===== config.mk =====
export PLATFORM = sky130hd
export DESIGN_NAME = dma_cmpl_irq_agg
export DESIGN_NICKNAME = d
export VERILOG_FILES = /design/src/rtl/dci_pkg.sv /design/src/rtl/dci_code_decode.sv /design/src/rtl/dci_w1_reg.sv /design/src/rtl/dci_region_masks.sv /design/src/rtl/dci_irq_gen.sv /design/src/rtl/dma_cmpl_irq_agg.sv
export SDC_FILE = /design/constraint.sdc
export NUM_CORES = 1
export LEC_CHECK = 0
export BUFFER_PORTS_ARGS = -buffer_cell sky130_fd_sc_hd__buf_2
export CAP_MARGIN = 20
export CORE_UTILIZATION = 37
export CTS_BUF_LIST = sky130_fd_sc_hd__clkbuf_2 sky130_fd_sc_hd__clkbuf_4 sky130_fd_sc_hd__clkbuf_8
export CTS_CLUSTER_SIZE = 24
export DETAILED_ROUTE_END_ITERATION = 10
export PLACE_DENSITY = 0.52
export REMOVE_ABC_BUFFERS = 1
export SLEW_MARGIN = 10
export SYNTH_ARGS = -nofsm -noshare
export SYNTH_HDL_FRONTEND = slang
export SYNTH_SLANG_ARGS = --single-unit

===== constraint.sdc =====
create_clock -name clk -period 3.3 [get_ports clk]
set_input_delay 0.165 -clock clk [delete_from_list [all_inputs] [get_ports clk]]
set_output_delay 0.165 -clock clk [all_outputs]
set_load 0.02 [all_outputs]

===== src/rtl/dci_pkg.sv =====
package dci_pkg;
  localparam int CODE_W    = 6;
  localparam int NUM_CODES = 1 << CODE_W;
  localparam int NUM_REGS  = 8;
  typedef logic [NUM_CODES-1:0] code_vec_t;
endpackage


===== src/rtl/dci_code_decode.sv =====
module dci_code_decode #(
  parameter int CODE_W = dci_pkg::CODE_W,
  localparam int NCODE = 1 << CODE_W
) (
  input  logic              clk,
  input  logic              rst_n,
  input  logic              accept,
  input  logic [CODE_W-1:0] code,
  input  logic              is_final,
  input  logic              final_ie,
  input  logic              inter_ie,
  output logic [NCODE-1:0]  set_vec
);
  logic hit;
  // the enable that matches the completion kind gates the event
  assign hit = accept && (is_final ? final_ie : inter_ie);

  for (genvar i = 0; i < NCODE; i++) begin : g_bit
    assign set_vec[i] = hit && (code == CODE_W'(i));
  end

  // a single event selects at most one pending bit
  p_onehot_set_r2: assert property (@(posedge clk) disable iff (!rst_n)
    $onehot0(set_vec));
  // no set without the matching enable
  p_gated_r4: assert property (@(posedge clk) disable iff (!rst_n)
    (!accept || (is_final && !final_ie) || (!is_final && !inter_ie)) |-> (set_vec == '0));
endmodule


===== src/rtl/dci_w1_reg.sv =====
module dci_w1_reg #(
  parameter int WIDTH = dci_pkg::NUM_CODES
) (
  input  logic             clk,
  input  logic             rst_n,
  input  logic [WIDTH-1:0] set_i,
  input  logic [WIDTH-1:0] clr_i,
  output logic [WIDTH-1:0] q
);
  // set wins over clear on the same bit
  always_ff @(posedge clk or negedge rst_n) begin
    if (!rst_n) q <= '0;
    else        q <= (q & ~clr_i) | set_i;
  end

  // R6 (pending instance) and R7 (enable instance): set lands even when cleared
  p_set_wins_r6: assert property (@(posedge clk) disable iff (!rst_n)
    (set_i != '0) |=> ((q & $past(set_i)) == $past(set_i)));
  // R7 (also covers R6): clear without set removes the bit
  p_clear_takes_r7: assert property (@(posedge clk) disable iff (!rst_n)
    ((clr_i & ~set_i) != '0) |=> ((q & $past(clr_i & ~set_i)) == '0));
  // bits untouched by set and clear hold
  p_hold_r4: assert property (@(posedge clk) disable iff (!rst_n)
    ((set_i == '0) && (clr_i == '0)) |=> $stable(q));
endmodule


===== src/rtl/dci_region_masks.sv =====
module dci_region_masks #(
  parameter int NREG  = dci_pkg::NUM_REGS,
  parameter int WIDTH = dci_pkg::NUM_CODES
) (
  input  logic                      clk,
  input  logic                      rst_n,
  input  logic [NREG-1:0]           we,
  input  logic [WIDTH-1:0]          wdata,
  output logic [NREG-1:0][WIDTH-1:0] mask
);
  for (genvar k = 0; k < NREG; k++) begin : g_reg
    always_ff @(posedge clk or negedge rst_n) begin
      if (!rst_n)     mask[k] <= '0;
      else if (we[k]) mask[k] <= wdata;
    end
    // an unstrobed region keeps its mask
    p_mask_hold_r10: assert property (@(posedge clk) disable iff (!rst_n)
      !we[k] |=> $stable(mask[k]));
    p_mask_load_r10: assert property (@(posedge clk) disable iff (!rst_n)
      we[k] |=> (mask[k] == $past(wdata)));
  end
endmodule


===== src/rtl/dci_irq_gen.sv =====
module dci_irq_gen #(
  parameter int NREG  = dci_pkg::NUM_REGS,
  parameter int WIDTH = dci_pkg::NUM_CODES
) (
  input  logic                       clk,
  input  logic                       rst_n,
  input  logic [WIDTH-1:0]           pend,
  input  logic [WIDTH-1:0]           ena,
  input  logic [NREG-1:0][WIDTH-1:0] mask,
  output logic                       irq_global,
  output logic [NREG-1:0]            irq_region
);
  logic [WIDTH-1:0] live;
  assign live = pend & ena;

  always_ff @(posedge clk or negedge rst_n) begin
    if (!rst_n) irq_global <= 1'b0;
    else        irq_global <= |live;
  end

  for (genvar k = 0; k < NREG; k++) begin : g_irq
    always_ff @(posedge clk or negedge rst_n) begin
      if (!rst_n) irq_region[k] <= 1'b0;
      else        irq_region[k] <= |(live & mask[k]);
    end
    // a region line never rises without the global condition
    p_region_in_global_r9: assert property (@(posedge clk) disable iff (!rst_n)
      irq_region[k] |-> irq_global);
  end

  // the global line follows pending-and-enabled one cycle later
  p_global_rise_r8: assert property (@(posedge clk) disable iff (!rst_n)
    ((pend & ena) != '0) |=> irq_global);
  p_global_fall_r8: assert property (@(posedge clk) disable iff (!rst_n)
    ((pend & ena) == '0) |=> !irq_global);
endmodule


===== src/rtl/dma_cmpl_irq_agg.sv =====
module dma_cmpl_irq_agg #(
  parameter int CODE_W = dci_pkg::CODE_W,
  parameter int NREG   = dci_pkg::NUM_REGS,
  localparam int NCODE = 1 << CODE_W
) (
  input  logic              clk,
  input  logic              rst_n,
  input  logic              evt_valid,
  output logic              evt_ready,
  input  logic [CODE_W-1:0] evt_code,
  input  logic              evt_final,
  input  logic              evt_final_ie,
  input  logic              evt_inter_ie,
  input  logic [NCODE-1:0]  ena_set,
  input  logic [NCODE-1:0]  ena_clr,
  input  logic [NCODE-1:0]  pend_clr,
  input  logic [NREG-1:0]   mask_we,
  input  logic [NCODE-1:0]  mask_wdata,
  output logic [NCODE-1:0]  pend_o,
  output logic [NCODE-1:0]  ena_o,
  output logic              irq_global,
  output logic [NREG-1:0]   irq_region
);
  logic                      accept;
  logic [NCODE-1:0]          set_vec;
  logic [NREG-1:0][NCODE-1:0] mask;

  // ready rises on the first edge after reset and stays high
  always_ff @(posedge clk or negedge rst_n) begin
    if (!rst_n) evt_ready <= 1'b0;
    else        evt_ready <= 1'b1;
  end
  assign accept = evt_valid && evt_ready;

  dci_code_decode #(.CODE_W(CODE_W)) u_dec (
    .clk(clk), .rst_n(rst_n), .accept(accept), .code(evt_code),
    .is_final(evt_final), .final_ie(evt_final_ie), .inter_ie(evt_inter_ie),
    .set_vec(set_vec)
  );

  dci_w1_reg #(.WIDTH(NCODE)) u_pend (
    .clk(clk), .rst_n(rst_n), .set_i(set_vec), .clr_i(pend_clr), .q(pend_o)
  );

  dci_w1_reg #(.WIDTH(NCODE)) u_ena (
    .clk(clk), .rst_n(rst_n), .set_i(ena_set), .clr_i(ena_clr), .q(ena_o)
  );

  dci_region_masks #(.NREG(NREG), .WIDTH(NCODE)) u_masks (
    .clk(clk), .rst_n(rst_n), .we(mask_we), .wdata(mask_wdata), .mask(mask)
  );

  dci_irq_gen #(.NREG(NREG), .WIDTH(NCODE)) u_irq (
    .clk(clk), .rst_n(rst_n), .pend(pend_o), .ena(ena_o), .mask(mask),
    .irq_global(irq_global), .irq_region(irq_region)
  );

  // once out of reset the block never stalls the stream
  p_ready_high_r11: assert property (@(posedge clk) disable iff (!rst_n)
    $past(rst_n) |-> evt_ready);
  // an accepted, enabled event shows up in pending
  p_event_lands_r2: assert property (@(posedge clk) disable iff (!rst_n)
    (accept && evt_final && evt_final_ie) |=> pend_o[$past(evt_code)]);
endmodule


Word-level counts from Yosys, hierarchy flattened
Index checks and enable logic that the tools add are counted.
{"block": "classes", "reduce_logical": 76, "eq_ne": 63, "mux": 1, "bitwise": 15}
{"cell": "AND 64 bit", "n": 11}
{"cell": "OR reduction 64 bit", "n": 9}
{"cell": "== test 6 bit (second input constant)", "n": 32}
{"cell": "NOT 64 bit", "n": 2}
{"cell": "bitwise OR 64 bit", "n": 2}
{"cell": "== test 6 x 5 -> 1 bit (second input constant)", "n": 16}
{"cell": "logical AND 1 bit", "n": 66}
{"cell": "== test 6 x 4 -> 1 bit (second input constant)", "n": 8}
{"cell": "== test 6 x 3 -> 1 bit (second input constant)", "n": 4}
{"cell": "== test 6 x 2 -> 1 bit (second input constant)", "n": 2}
{"cell": "== test 6 x 1 -> 1 bit (second input constant)", "n": 1}
{"cell": "zero test 6 bit", "n": 1}
{"cell": "2-to-1 mux 1 bit", "n": 1}
{"block": "totals", "out_inout_bits": 138, "input_bits": 276, "reg_bits": 650, "wordCells": 175}

Longest topological paths before layout
Gate-level depths: netlist of run 1.
{"block": "logic_depth", "word_depth": 4, "ltp_mapped": 5, "mapped_depth_nobuf": 4}

By module
A second synthesis of run 1 with hierarchy kept.
{"block": "unflattened", "cells_unflattened": 2435, "area_unflattened_um2": 29438.2}
{"mod": "dci_region_masks", "cells_each": 1080, "area_per_inst_um2": 19328.5, "n_inst": 1, "seq_area_each_um2": 12812.3}
{"mod": "dci_irq_gen", "cells_each": 868, "area_per_inst_um2": 4840.9, "n_inst": 1, "seq_area_each_um2": 225.2}
{"mod": "dci_w1_reg", "cells_each": 192, "area_per_inst_um2": 2322.2, "n_inst": 2, "seq_area_each_um2": 1601.5}
{"mod": "dci_code_decode", "cells_each": 100, "area_per_inst_um2": 589.3, "n_inst": 1, "seq_area_each_um2": 0.0}
{"mod": "dma_cmpl_irq_agg", "cells_each": 3, "area_per_inst_um2": 35.0, "n_inst": 1, "seq_area_each_um2": 25.0}

Worst setup path before layout of run 1
No wires, ideal clock.
{"block": "synth_timing", "kind": "register to register", "start": "reg u_pend.q[5]", "end": "reg u_irq.irq_global", "path_stages_with_launch": 6, "arrival_ps": 1351, "setup_ps": 140, "t_required_ps": 3160, "setup_slack_ps": 1810, "synth_period_minus_slack_ps": 1490, "path_buffers": 1, "cell_sequence": "dfrtp_1 clkbuf_1 a22o_1 a221oi_1 and4_1 nand4_1"}
{"block": "synth_between", "elab_chain_len": 2}
{"item": "start, declared", "line_no": "dci_w1_reg.sv:8", "source": "output logic [WIDTH-1:0] q"}
{"item": "start signal, assigned", "line_no": "dci_w1_reg.sv:13", "source": "else q <= (q & ~clr_i) | set_i;"}
{"item": "AND 64 bit", "line_no": "dci_irq_gen.sv:14", "source": "assign live = pend & ena;"}
{"item": "OR reduction 64 bit", "line_no": "dci_irq_gen.sv:18", "source": "else irq_global <= |live;"}
{"item": "end signal, assigned", "line_no": "dci_irq_gen.sv:18"}
{"item": "end, declared", "line_no": "dci_irq_gen.sv:10", "source": "output logic irq_global,"}
No other way between the ends.
A chain may end at the register's enable or synchronous reset.

Worst setup path in the final report of run 1
{"block": "layout_timing", "start": "reg evt_ready", "end": "reg u_pend.q[60]"}
{"block": "layout_between", "elab_chain_len": 4}
{"item": "start, declared", "line_no": "dma_cmpl_irq_agg.sv:9", "source": "output logic evt_ready,"}
{"item": "start signal, assigned", "line_no": "dma_cmpl_irq_agg.sv:30", "source": "if (!rst_n) evt_ready <= 1'b0;"}
{"item": "start signal, assigned", "line_no": "dma_cmpl_irq_agg.sv:31", "source": "else evt_ready <= 1'b1;"}
{"item": "logical AND 1 bit", "line_no": "dma_cmpl_irq_agg.sv:33", "source": "assign accept = evt_valid && evt_ready;"}
{"item": "logical AND 1 bit", "line_no": "dci_code_decode.sv:16", "source": "assign hit = accept && (is_final ? final_ie : inter_ie);"}
{"item": "logical AND 1 bit", "line_no": "dci_code_decode.sv:19", "source": "assign set_vec[i] = hit && (code == CODE_W'(i));"}
{"item": "bitwise OR 64 bit", "line_no": "dci_w1_reg.sv:13"}
No other way between the ends.

==> flow_metrics.env, run 1 <==
export IMPL_gr_total_overflow=0
export IMPL_p_sw_share_pct=26.3
export IMPL_hpwlAfterDp_mm=77.3
export IMPL_place_gp_congestion=0.979
export IMPL_drive_above_1_share_pct=37.3
export IMPL_drtIter0Drc=1992
export IMPL_crit_fanout=4
export IMPL_cts_tree="yes"
export IMPL_routed_wl_mm=111
export IMPL_ys_seq_elements=650
export IMPL_dieWidth_um=279
export IMPL_core_um2=75800
export IMPL_clock_latency_ps=780
export IMPL_grt_pass1_wl_mm=161
export IMPL_peakVddDrop_v=0.000334
export IMPL_fin_crit_ps=2610
export IMPL_drc=0
export IMPL_slew_viol_final=0
export IMPL_gr_usage_met1_pct=37.9
export IMPL_clkPwrFrac_pct=40.5
export IMPL_clockBufferDepth=3
export IMPL_fin_setup_tns_ps=0
export IMPL_cts_setup_buffers=0
export IMPL_cts_sinks=650
export IMPL_use_met2_pct=44.9
export IMPL_multi_input_area_um2=10800
export IMPL_synth_area_um2=28300
export IMPL_wl_per_cell_um=27.2
export IMPL_die_y_um=279
export IMPL_dpl_cell_area_um2=31100
export IMPL_worstHoldPathCells=2
export IMPL_final_cells=4070
export IMPL_ys_types=26
export IMPL_hold_viol_final=0
export IMPL_clock_fmax_mhz=383
export IMPL_ys_seq_area_share_pct=57.4
export IMPL_cp_end_kind="register"
export IMPL_viasPerCell=5.61
export IMPL_min_to="u_masks.mask[33]"
export IMPL_h_tree_depth=3
export IMPL_area_growth_pct=28.1
export IMPL_fillCellCount=6907
export IMPL_rsz0062_at_grt="no"
export IMPL_post_route_period_util_pct=79.1
export IMPL_grt_max_degree=114
export IMPL_drt_pass1_iter_count=5
export IMPL_root_buffer="clkbuf_8"
export IMPL_final_nets=3282
export IMPL_power_internal_uw=14000
export IMPL_antenna_found_initial=5
export IMPL_setup_viol=0
export IMPL_cts_buffers=114
export IMPL_grt_util_all_layers_pct=28.4
export IMPL_synth_avg_cell_area_um2=12.0
export IMPL_r2r_end="u_pend.q[60]"
export IMPL_crit_arrival_ps=3310
export IMPL_leakage_uw=0.0160
export IMPL_final_cell_mix="dfrtp_1, nand3_1, mux2_2"
export IMPL_worstReg2RegStart="evt_ready"
export IMPL_power_frac_seq_pct=48.9
export IMPL_worstMarginPinSlew_ps=1120
export IMPL_dp_cells=3590
export IMPL_hp_class="primary input to register"
export IMPL_layout_commonest_cell="dfrtp_1"
export IMPL_p_per_area_nw_per_um2=522
export IMPL_cts_hold_buffers_added=278
export IMPL_postRouteAntennaNets=0
export IMPL_critPathLaunchType="register"
export IMPL_run_status="complete, no violations"
export IMPL_grt_use_met3_pct=5.36
export IMPL_reg2reg_setup_slack_ps=690
export IMPL_switchingPower_uw=4990
export IMPL_clock_skew_ps=47.7
export IMPL_path_clk_slew_ps=60
export IMPL_port_buffers=413
export IMPL_top_usage_layer="met2"
export IMPL_required_ps=4000
export IMPL_yosys_warnings=0
export IMPL_io_pins=414
export IMPL_fin_util_pct=47.9
export IMPL_via_count=22800
export IMPL_grt_pass1_vias=23700
export IMPL_fp_dieArea_um2=77700
export IMPL_register_area_um2=16300
export IMPL_reg2reg_depth=5
export IMPL_combPwrFrac_pct=10.6
export IMPL_floorplan_initialDensity_pct=37.4
export IMPL_cts_resized_gates=0
export IMPL_hp_start="mask_we[0]"
export IMPL_final_area_um2=36300
export IMPL_critPathKind="register to register"
export IMPL_relSlewSlack_pct=24.4
export IMPL_row_count=101
export IMPL_hold_slack_ps=75.5
export IMPL_synthCells=2368
export IMPL_max_cap_violations=0
==> cell type report <==
class                           count  area share, %
Inverter                          128           1.32
Clock inverter                     16          0.348
Clock buffer                      180           6.12
Timing Repair Buffer              713           14.2
Sequential cell                   650           44.8
Antenna cell                        6         0.0414
Multi-Input combinational cell   1399           29.8
Tap cell                          978           3.37
==> critical path: stages, from the launching register on <==
cell,delay (ps)
dfrtp_1,340
nand2_1,220
nor4_4,410
nand3_1,650
o22ai_1,330
dlygate4sd3_1,590
==> power by group through the flow <==
stage	Combinational (uW)	Sequential, uW	Clock (uW)
2_1_floorplan	771	9250	0
3_3_place_gp	1690	9370	0
3_5_place_dp	1740	9390	0
4_1_cts	2010	9260	7840
5_1_grt	2150	9360	8180
6_report	2010	9270	7670
==> state kept, by name, indices dropped and copies added (netlist names) <==
signal and count:
u_ena.q 64, u_pend.q 64, evt_ready 1, u_irq.irq_global 1
u_masks.mask 512, u_irq.irq_region 8
==> metal layers <==
| metal | vias up | wire [um] | part of all wire, % |
|---|---|---|---|
| li1 | 9884 | - | - |
| met1 | 11800 | 47000 | 43 |
| met2 | 930 | 51500 | 47 |
| met3 | 212 | 7060 | 6.4 |
| met4 | 0 | 4960 | 4.5 |
| met5 | - | 0 | 0 |
==> Yosys cell counts, drive strengths merged <==
cell	number	area, um2
a21o	64	480
a221oi	4	35.0
a22o	4	35.0
a22oi	24	180
and4	1	8.76
and4bb	1	16.3
buf	76	355
clkbuf	115	432
conb	1	3.75
dfrtp	650	16300
inv	128	480
mux2	512	5770
mux2i	1	13.8
nand2	26	97.6
nand2b	2	12.5
nand3	516	2590
nand4	137	857
nor2	1	3.75
nor2b	2	12.5
nor4	36	240
nor4b	2	47.6
o22ai	64	400
or2	1	6.26
==> logic make-up (layout without fill, tap and decap cells) <==
logic type,Yosys count,after routing,synth area share [%]
AO/OA/AOI/OAI,160,160,3.99
buffers and inverters,319,1037,4.47
flip-flops,650,650,57.4
multiplexers,513,513,20.4
other,1,7,0.0132
AND/OR/NAND/NOR,725,725,13.7
==> stage by stage <==
step | power [uW] | setup slack [ps]
after floorplan | 10000 | 1910
after CTS | 19100 | 814
after detailed placement | 11100 | 1030
after global placement | 11100 | 1040
final | 18900 | 689
after global routing | 19700 | 702
==> worst max-delay path by stage <==
stage	from	endpoint	slack, ps	cells past startpoint
2_1_floorplan	u_pend.q[5]	u_irq.irq_global	1910	4
3_3_place_gp	u_ena.q[27]	u_irq.irq_region[1]	1040	4
3_5_place_dp	u_ena.q[27]	u_irq.irq_region[1]	1030	4
4_1_cts	evt_ready	u_pend.q[60]	810	5
5_1_grt	evt_ready	u_pend.q[60]	700	5
6_report	evt_ready	u_pend.q[60]	690	5
(Power assumes the default switching activity.)
==> run 2, diff against run 1 <==
--- a/config.mk
+++ b/config.mk
@@ -11,7 +11,7 @@
 export CTS_BUF_LIST = sky130_fd_sc_hd__clkbuf_2 sky130_fd_sc_hd__clkbuf_4 sky130_fd_sc_hd__clkbuf_8
 export CTS_CLUSTER_SIZE = 24
 export DETAILED_ROUTE_END_ITERATION = 10
-export PLACE_DENSITY = 0.52
+export PLACE_DENSITY = 0.54
 export REMOVE_ABC_BUFFERS = 1
 export SLEW_MARGIN = 10
 export SYNTH_ARGS = -nofsm -noshare
==> constraint.sdc (replaced) <==
create_clock -name clk -period 2.4 [get_ports clk]
set_input_delay 0.12 -clock clk [delete_from_list [all_inputs] [get_ports clk]]
set_output_delay 0.12 -clock clk [all_outputs]
set_load 0.02 [all_outputs]
==> flow_metrics.env, run 2 (same netlist as run 1, synthesis figures left out) <==
export IMPL_run_status="complete, no violations"
export IMPL_relSlewSlack_pct=36.6
export IMPL_critPathKind="register to register"
export IMPL_top_register="u_masks.mask"
export IMPL_core_um2=75800
export IMPL_peakVddDrop_v=0.000423
export IMPL_cts_resized_gates=0
export IMPL_power_frac_seq_pct=48.1
export IMPL_layout_commonest_cell="dfrtp_1"
export IMPL_die_y_um=279
export IMPL_clkPwrFrac_pct=41.0
export IMPL_wl_per_cell_um=26.6
export IMPL_post_route_period_util_pct=98.1
export IMPL_crit_family="simple AND/OR/NAND/NOR gates"
export IMPL_cp_cell_sequence="nand2_1 > nor4_4 > nand3_1 > o22ai_1 > dlygate4sd3_1"
export IMPL_p_sw_share_pct=26.1
export IMPL_clock_fmax_mhz=425
export IMPL_critPathLaunchType="register"
export IMPL_place_gp_congestion=0.989
export IMPL_area_growth_pct=31.6
export IMPL_drive_above_1_share_pct=38.6
export IMPL_leakage_uw=0.0166
export IMPL_routed_wl_mm=111
export IMPL_cts_tree="yes"
export IMPL_io_pins=414
export IMPL_hp_class="primary input to register"
export IMPL_drt_pass1_iter_count=7
export IMPL_cts_setup_buffers=0
export IMPL_crit_arrival_ps=3020
export IMPL_fin_crit_ps=2350
export IMPL_required_ps=3070
export IMPL_cts_sinks=650
export IMPL_h_tree_depth=3
export IMPL_grt_util_all_layers_pct=28.5
export IMPL_worstMarginPinSlew_ps=942
export IMPL_cp_end_kind="register"
export IMPL_power_internal_uw=19600
export IMPL_fin_setup_tns_ps=0
export IMPL_final_nets=3370
export IMPL_grt_pass1_wl_mm=162
export IMPL_p_per_area_nw_per_um2=710
export IMPL_hold_viol_final=0
export IMPL_drtIter0Drc=1931
export IMPL_via_count=23400
export IMPL_gr_total_overflow=0
export IMPL_switchingPower_uw=6920
export IMPL_postRouteAntennaNets=0
export IMPL_dieWidth_um=279
export IMPL_reg_top3="u_masks.mask (512), u_ena.q (64), u_pend.q (64)"
export IMPL_dp_worst_setup_slack_ps=342
export IMPL_max_cap_violations=0
export IMPL_worst_path_buf_inv=1
export IMPL_clockBufferDepth=3
export IMPL_clock_latency_ps=750
export IMPL_largest_reg_flops=512
export IMPL_drc=0
export IMPL_crit_fanout=4
export IMPL_final_cell_mix="dfrtp_1, nand3_1, mux2_2"
export IMPL_slew_viol_final=0
export IMPL_cts_buffers=113
export IMPL_clock_skew_ps=49.3
export IMPL_antenna_found_initial=4
export IMPL_combPwrFrac_pct=11.0
export IMPL_hpwlAfterDp_mm=80.8
export IMPL_floorplan_initialDensity_pct=37.4
export IMPL_fin_ws_ps=46.3
export IMPL_root_buffer="clkbuf_8"
export IMPL_crit_slowest_cell="dlygate4sd3_1"
export IMPL_rsz0062_at_grt="no"
export IMPL_row_count=101
export IMPL_fp_dieArea_um2=77700
export IMPL_viasPerCell=5.62
export IMPL_path_clk_slew_ps=60
export IMPL_port_buffers=413
export IMPL_setup_viol=0
export IMPL_grt_pass1_vias=23900
export IMPL_grt_max_degree=60
export IMPL_cpPeakStageDelay_ps=590
[run 2: cell count changes in the layout (fill, tap and decap cells not counted)]
cell           change
buf_4             +54
dlygate4sd3_1     +21
clkbuf_4          -15
buf_12            +14
clkbuf_8          +12
clkinv_2          +12
inv_8              -2
bufinv_16          +1
clkinv_4           -1
clkinv_8           -1
clkinvlp_4         +1
diode_2            -1
inv_6              +1
[run 2: cell type report]
type | instances | area, um2
fillers | 6777 | 38500
flip-flops and latches | 650 | 16300
multi-input cells | 1399 | 10800
repair buffers | 802 | 6060
clock buffers | 177 | 2270
well taps | 978 | 1220
inverters | 128 | 480
clock inverters | 27 | 185
diodes | 5 | 12.5
[run 2: worst paths after layout]
path / from / endpoint / slack (ps) / cells after the start
worst max-delay path: evt_ready / u_pend.q[44] / 50 / 5
worst min-delay path: evt_code[4] / u_pend.q[28] / 50 / 4
worst max register to register: evt_ready / u_pend.q[44] / 50 / 5
worst min register to register: u_masks.mask[263] / u_masks.mask[263] / 500 / 1
max in group asynchronous: rst_n / u_masks.mask[316] / 1780 / 4
min in group asynchronous: rst_n / u_irq.irq_region[2] / 100 / 3
[run 2: stage by stage]
stage	cells	total power, uW	util [%]	instance area (um2)	hold slack, ps
floorplan	2177	13800	-	27600	-176
global placement	3658	15300	42.0	31800	116
detailed placement	3658	15400	42.0	31800	126
CTS	4161	26600	49.2	37300	1.90
global route	4163	27500	49.2	37300	48.6
finish	4166	26500	49.2	37300	52.6
[run 2: tightest hold or removal path, delay by kind of cell]
kind | cells | cell delay [ps]
AOI/OAI and AO/OA | 1 | 130
buffers and inverters | 2 | 350
and+or+nand+nor | 1 | 130
[run 2: timing repair]
action,4_1_cts,5_1_grt
hold endpoints to repair,1041,0
hold buffers,299,0
setup endpoints to repair,0,0
[run 2: power by group through the flow]
| stage | Clock (uW) | Sequential (uW) | Combinational [uW] |
|---|---|---|---|
| 2_1_floorplan | 0 | 12700 | 1060 |
| 3_3_place_gp | 0 | 12800 | 2460 |
| 4_1_cts | 11000 | 12700 | 2900 |
| 3_5_place_dp | 0 | 12900 | 2520 |
| 5_1_grt | 11600 | 12800 | 3110 |
| 6_report | 10900 | 12700 | 2900 |
[run 2: layer usage]
metal | up-vias | share of wire [%] | GRT usage (%)
met5 | - | 0 | 0
met4 | 0 | 4.0 | 12.4
met3 | 202 | 7.0 | 5.50
met2 | 1034 | 47 | 45.7
met1 | 12100 | 42 | 37.5
li1 | 10100 | - | -
==> run 3, diff against run 2 <==
--- a/config.mk
+++ b/config.mk
@@ -5,11 +5,12 @@
 export SDC_FILE = /design/constraint.sdc
 export NUM_CORES = 1
 export LEC_CHECK = 0
-export BUFFER_PORTS_ARGS = -buffer_cell sky130_fd_sc_hd__buf_2
+export ABC_AREA = 1
+export BUFFER_PORTS_ARGS = -buffer_cell sky130_fd_sc_hd__clkbuf_2
 export CAP_MARGIN = 20
 export CORE_UTILIZATION = 37
 export CTS_BUF_LIST = sky130_fd_sc_hd__clkbuf_2 sky130_fd_sc_hd__clkbuf_4 sky130_fd_sc_hd__clkbuf_8
-export CTS_CLUSTER_SIZE = 24
+export CTS_CLUSTER_SIZE = 12
 export DETAILED_ROUTE_END_ITERATION = 10
 export PLACE_DENSITY = 0.54
 export REMOVE_ABC_BUFFERS = 1
==> flow_metrics.env, run 3 <==
export IMPL_clock_fmax_mhz=451
export IMPL_hp_class="primary input to register"
export IMPL_drive_above_1_share_pct=33.5
export IMPL_largest_reg_flops=512
export IMPL_final_nets=3734
export IMPL_fin_crit_ps=2220
export IMPL_top_register="u_masks.mask"
export IMPL_reg_top3="u_masks.mask (512), u_ena.q (64), u_pend.q (64)"
export IMPL_hold_slack_ps=49.0
export IMPL_grt_pass1_wl_mm=153
export IMPL_core_um2=78900
export IMPL_row_count=103
export IMPL_area_growth_pct=29.6
export IMPL_drc=0
export IMPL_startpoint="evt_ready"
export IMPL_final_cell_mix="dfrtp_1, nand3_1, mux2_2"
export IMPL_via_count=23900
export IMPL_synth_most_common_cell="dfrtp_1"
export IMPL_gr_total_overflow=0
export IMPL_clockBufferDepth=3
export IMPL_cts_hold_buffers_added=312
export IMPL_peakVddDrop_v=0.000437
export IMPL_cts_tree="yes"
export IMPL_max_cap_violations=0
export IMPL_reg2reg_depth=8
export IMPL_io_pins=414
export IMPL_critPathLaunchType="register"
export IMPL_slew_viol_final=0
export IMPL_fin_ws_ps=180
export IMPL_root_buffer="clkbuf_8"
export IMPL_postRouteAntennaNets=0
export IMPL_h_tree_depth=3
export IMPL_synth_edf_count=0
export IMPL_required_ps=3040
export IMPL_grt_pass1_vias=24900
export IMPL_viasPerCell=5.18
export IMPL_grt_util_all_layers_pct=24.9
export IMPL_dieWidth_um=284
export IMPL_cts_sinks=650
export IMPL_synth_common_cells="dfrtp_1, nand3_1, mux2_2"
export IMPL_crit_fanout=4
export IMPL_ys_seq_area_share_pct=55.2
export IMPL_reg2reg_setup_slack_ps=180
export IMPL_layout_commonest_cell="dfrtp_1"
export IMPL_fillCellCount=7240
export IMPL_dp_worst_setup_slack_ps=358
export IMPL_cp_end_kind="register"
export IMPL_worstMarginPinSlew_ps=654
export IMPL_rsz0062_at_grt="no"
export IMPL_hold_viol_final=0
export IMPL_synthCells=2765
export IMPL_fin_setup_tns_ps=0
export IMPL_hpwlAfterDp_mm=69.1
export IMPL_port_buffers=413
export IMPL_place_gp_congestion=0.922
export IMPL_path_clk_slew_ps=60
export IMPL_wl_per_cell_um=21.8
export IMPL_die_y_um=284
export IMPL_synth_top_area_share_pct=55.2
export IMPL_synth_area_leader_cell="dfrtp_1"
export IMPL_r2r_end="u_pend.q[37]"
export IMPL_cts_resized_gates=0
export IMPL_endpoint="u_pend.q[37]"
export IMPL_drt_pass1_iter_count=6
export IMPL_cts_buffers=116
export IMPL_fp_dieArea_um2=80800
export IMPL_synth_area_um2=29500
export IMPL_finalPower_uw=26600
export IMPL_floorplan_initialDensity_pct=37.4
export IMPL_setup_viol=0
export IMPL_relSlewSlack_pct=56.2
export IMPL_crit_arrival_ps=2860
export IMPL_ys_flop_type="dfrtp_1"
export IMPL_clock_latency_ps=730
export IMPL_worstReg2RegStart="evt_ready"
export IMPL_yosys_warnings=0
export IMPL_async_flop_share_pct=100
export IMPL_clock_skew_ps=33.6
export IMPL_synth_area_leaders="dfrtp_1, mux2_2, nand3_1"
export IMPL_antenna_found_initial=10
export IMPL_run_status="complete, no violations"
export IMPL_critPathKind="register to register"
export IMPL_routed_wl_mm=100
export IMPL_ys_types=20
export IMPL_p_per_area_nw_per_um2=697
export IMPL_cts_setup_buffers=0
export IMPL_drtIter0Drc=1564
export IMPL_leakage_uw=0.0177
export IMPL_fin_util_pct=48.4
export IMPL_synth_avg_cell_area_um2=10.7
export IMPL_ys_seq_elements=650
export IMPL_grt_max_degree=96
export IMPL_post_route_period_util_pct=92.5
==> run 3: critical path, cell delays in order (launching register included) <==
cell and delay (ps):
dfrtp_1 340, nand2_1 60, o21bai_1 190, nor2_4 280
nand2_2 220, nor2_2 340, nand2_1 100, o21ai_1 80
dlygate4sd3_1 550
==> run 3: worst min-delay path by stage <==
| stage | cells past startpoint | slack (ps) | to | from |
|---|---|---|---|---|
| global route | 3 | 20 | u_masks.mask[26] | mask_we[0] |
| detailed placement | 1 | 100 | u_ena.q[44] | rst_n |
| CTS | 5 | 0.3 | u_pend.q[3] | evt_code[5] |
| floorplan | 0 | -180 | evt_ready | rst_n |
| global placement | 1 | 90 | u_ena.q[44] | rst_n |
| finish | 3 | 50 | u_masks.mask[51] | mask_we[0] |
==> run 3: per-layer routing <==
layer  GRT usage, %  part of all wire [%]  routed length (um)  vias up
met3           4.89                   5.9                5910      178
met5              0                 0.050                  50        -
met4           7.97                   2.8                2830        8
met1           34.0                    45               44900    12100
met2           39.6                    47               46800      787
li1               -                     -                   -    10800
==> run 3: kinds of logic (layout without fill, tap and decap cells) <==
logic type,after synthesis,count (layout),synth area share (%)
simple gates,1046,1046,16.6
other cells,1,7,0.0127
flops,650,650,55.2
mux,512,512,19.6
compound gates,131,131,2.78
buf+inv,425,1211,5.91
==> run 3: through the flow <==
step	instance area (um2)	cells
2_1_floorplan	28600	2574
3_3_place_gp	32500	4078
3_5_place_dp	32500	4078
4_1_cts	38200	4601
5_1_grt	38200	4606
6_report	38200	4607
==> run 3: area by class of cell <==
class / instances / area, um2 / area share [%]
Clock buffer: 183 / 2310 / 6.05
Sequential cell: 650 / 16300 / 42.6
Clock inverter: 28 / 209 / 0.547
Inverter: 234 / 878 / 2.30
Multi-Input combinational cell: 1690 / 11500 / 30.0
Tap cell: 1050 / 1310 / 3.44
Antenna cell: 6 / 15.0 / 0.0393
Timing Repair Buffer: 766 / 5740 / 15.0
==> run 3: where the power goes <==
part	total, uW	internal (uW)	switching, uW	leakage, uW
clock	11100	6320	4780	0.00136
sequential	12700	11900	768	0.00770
combinational	2820	1460	1360	0.00862
total	26600	19700	6910	0.0177
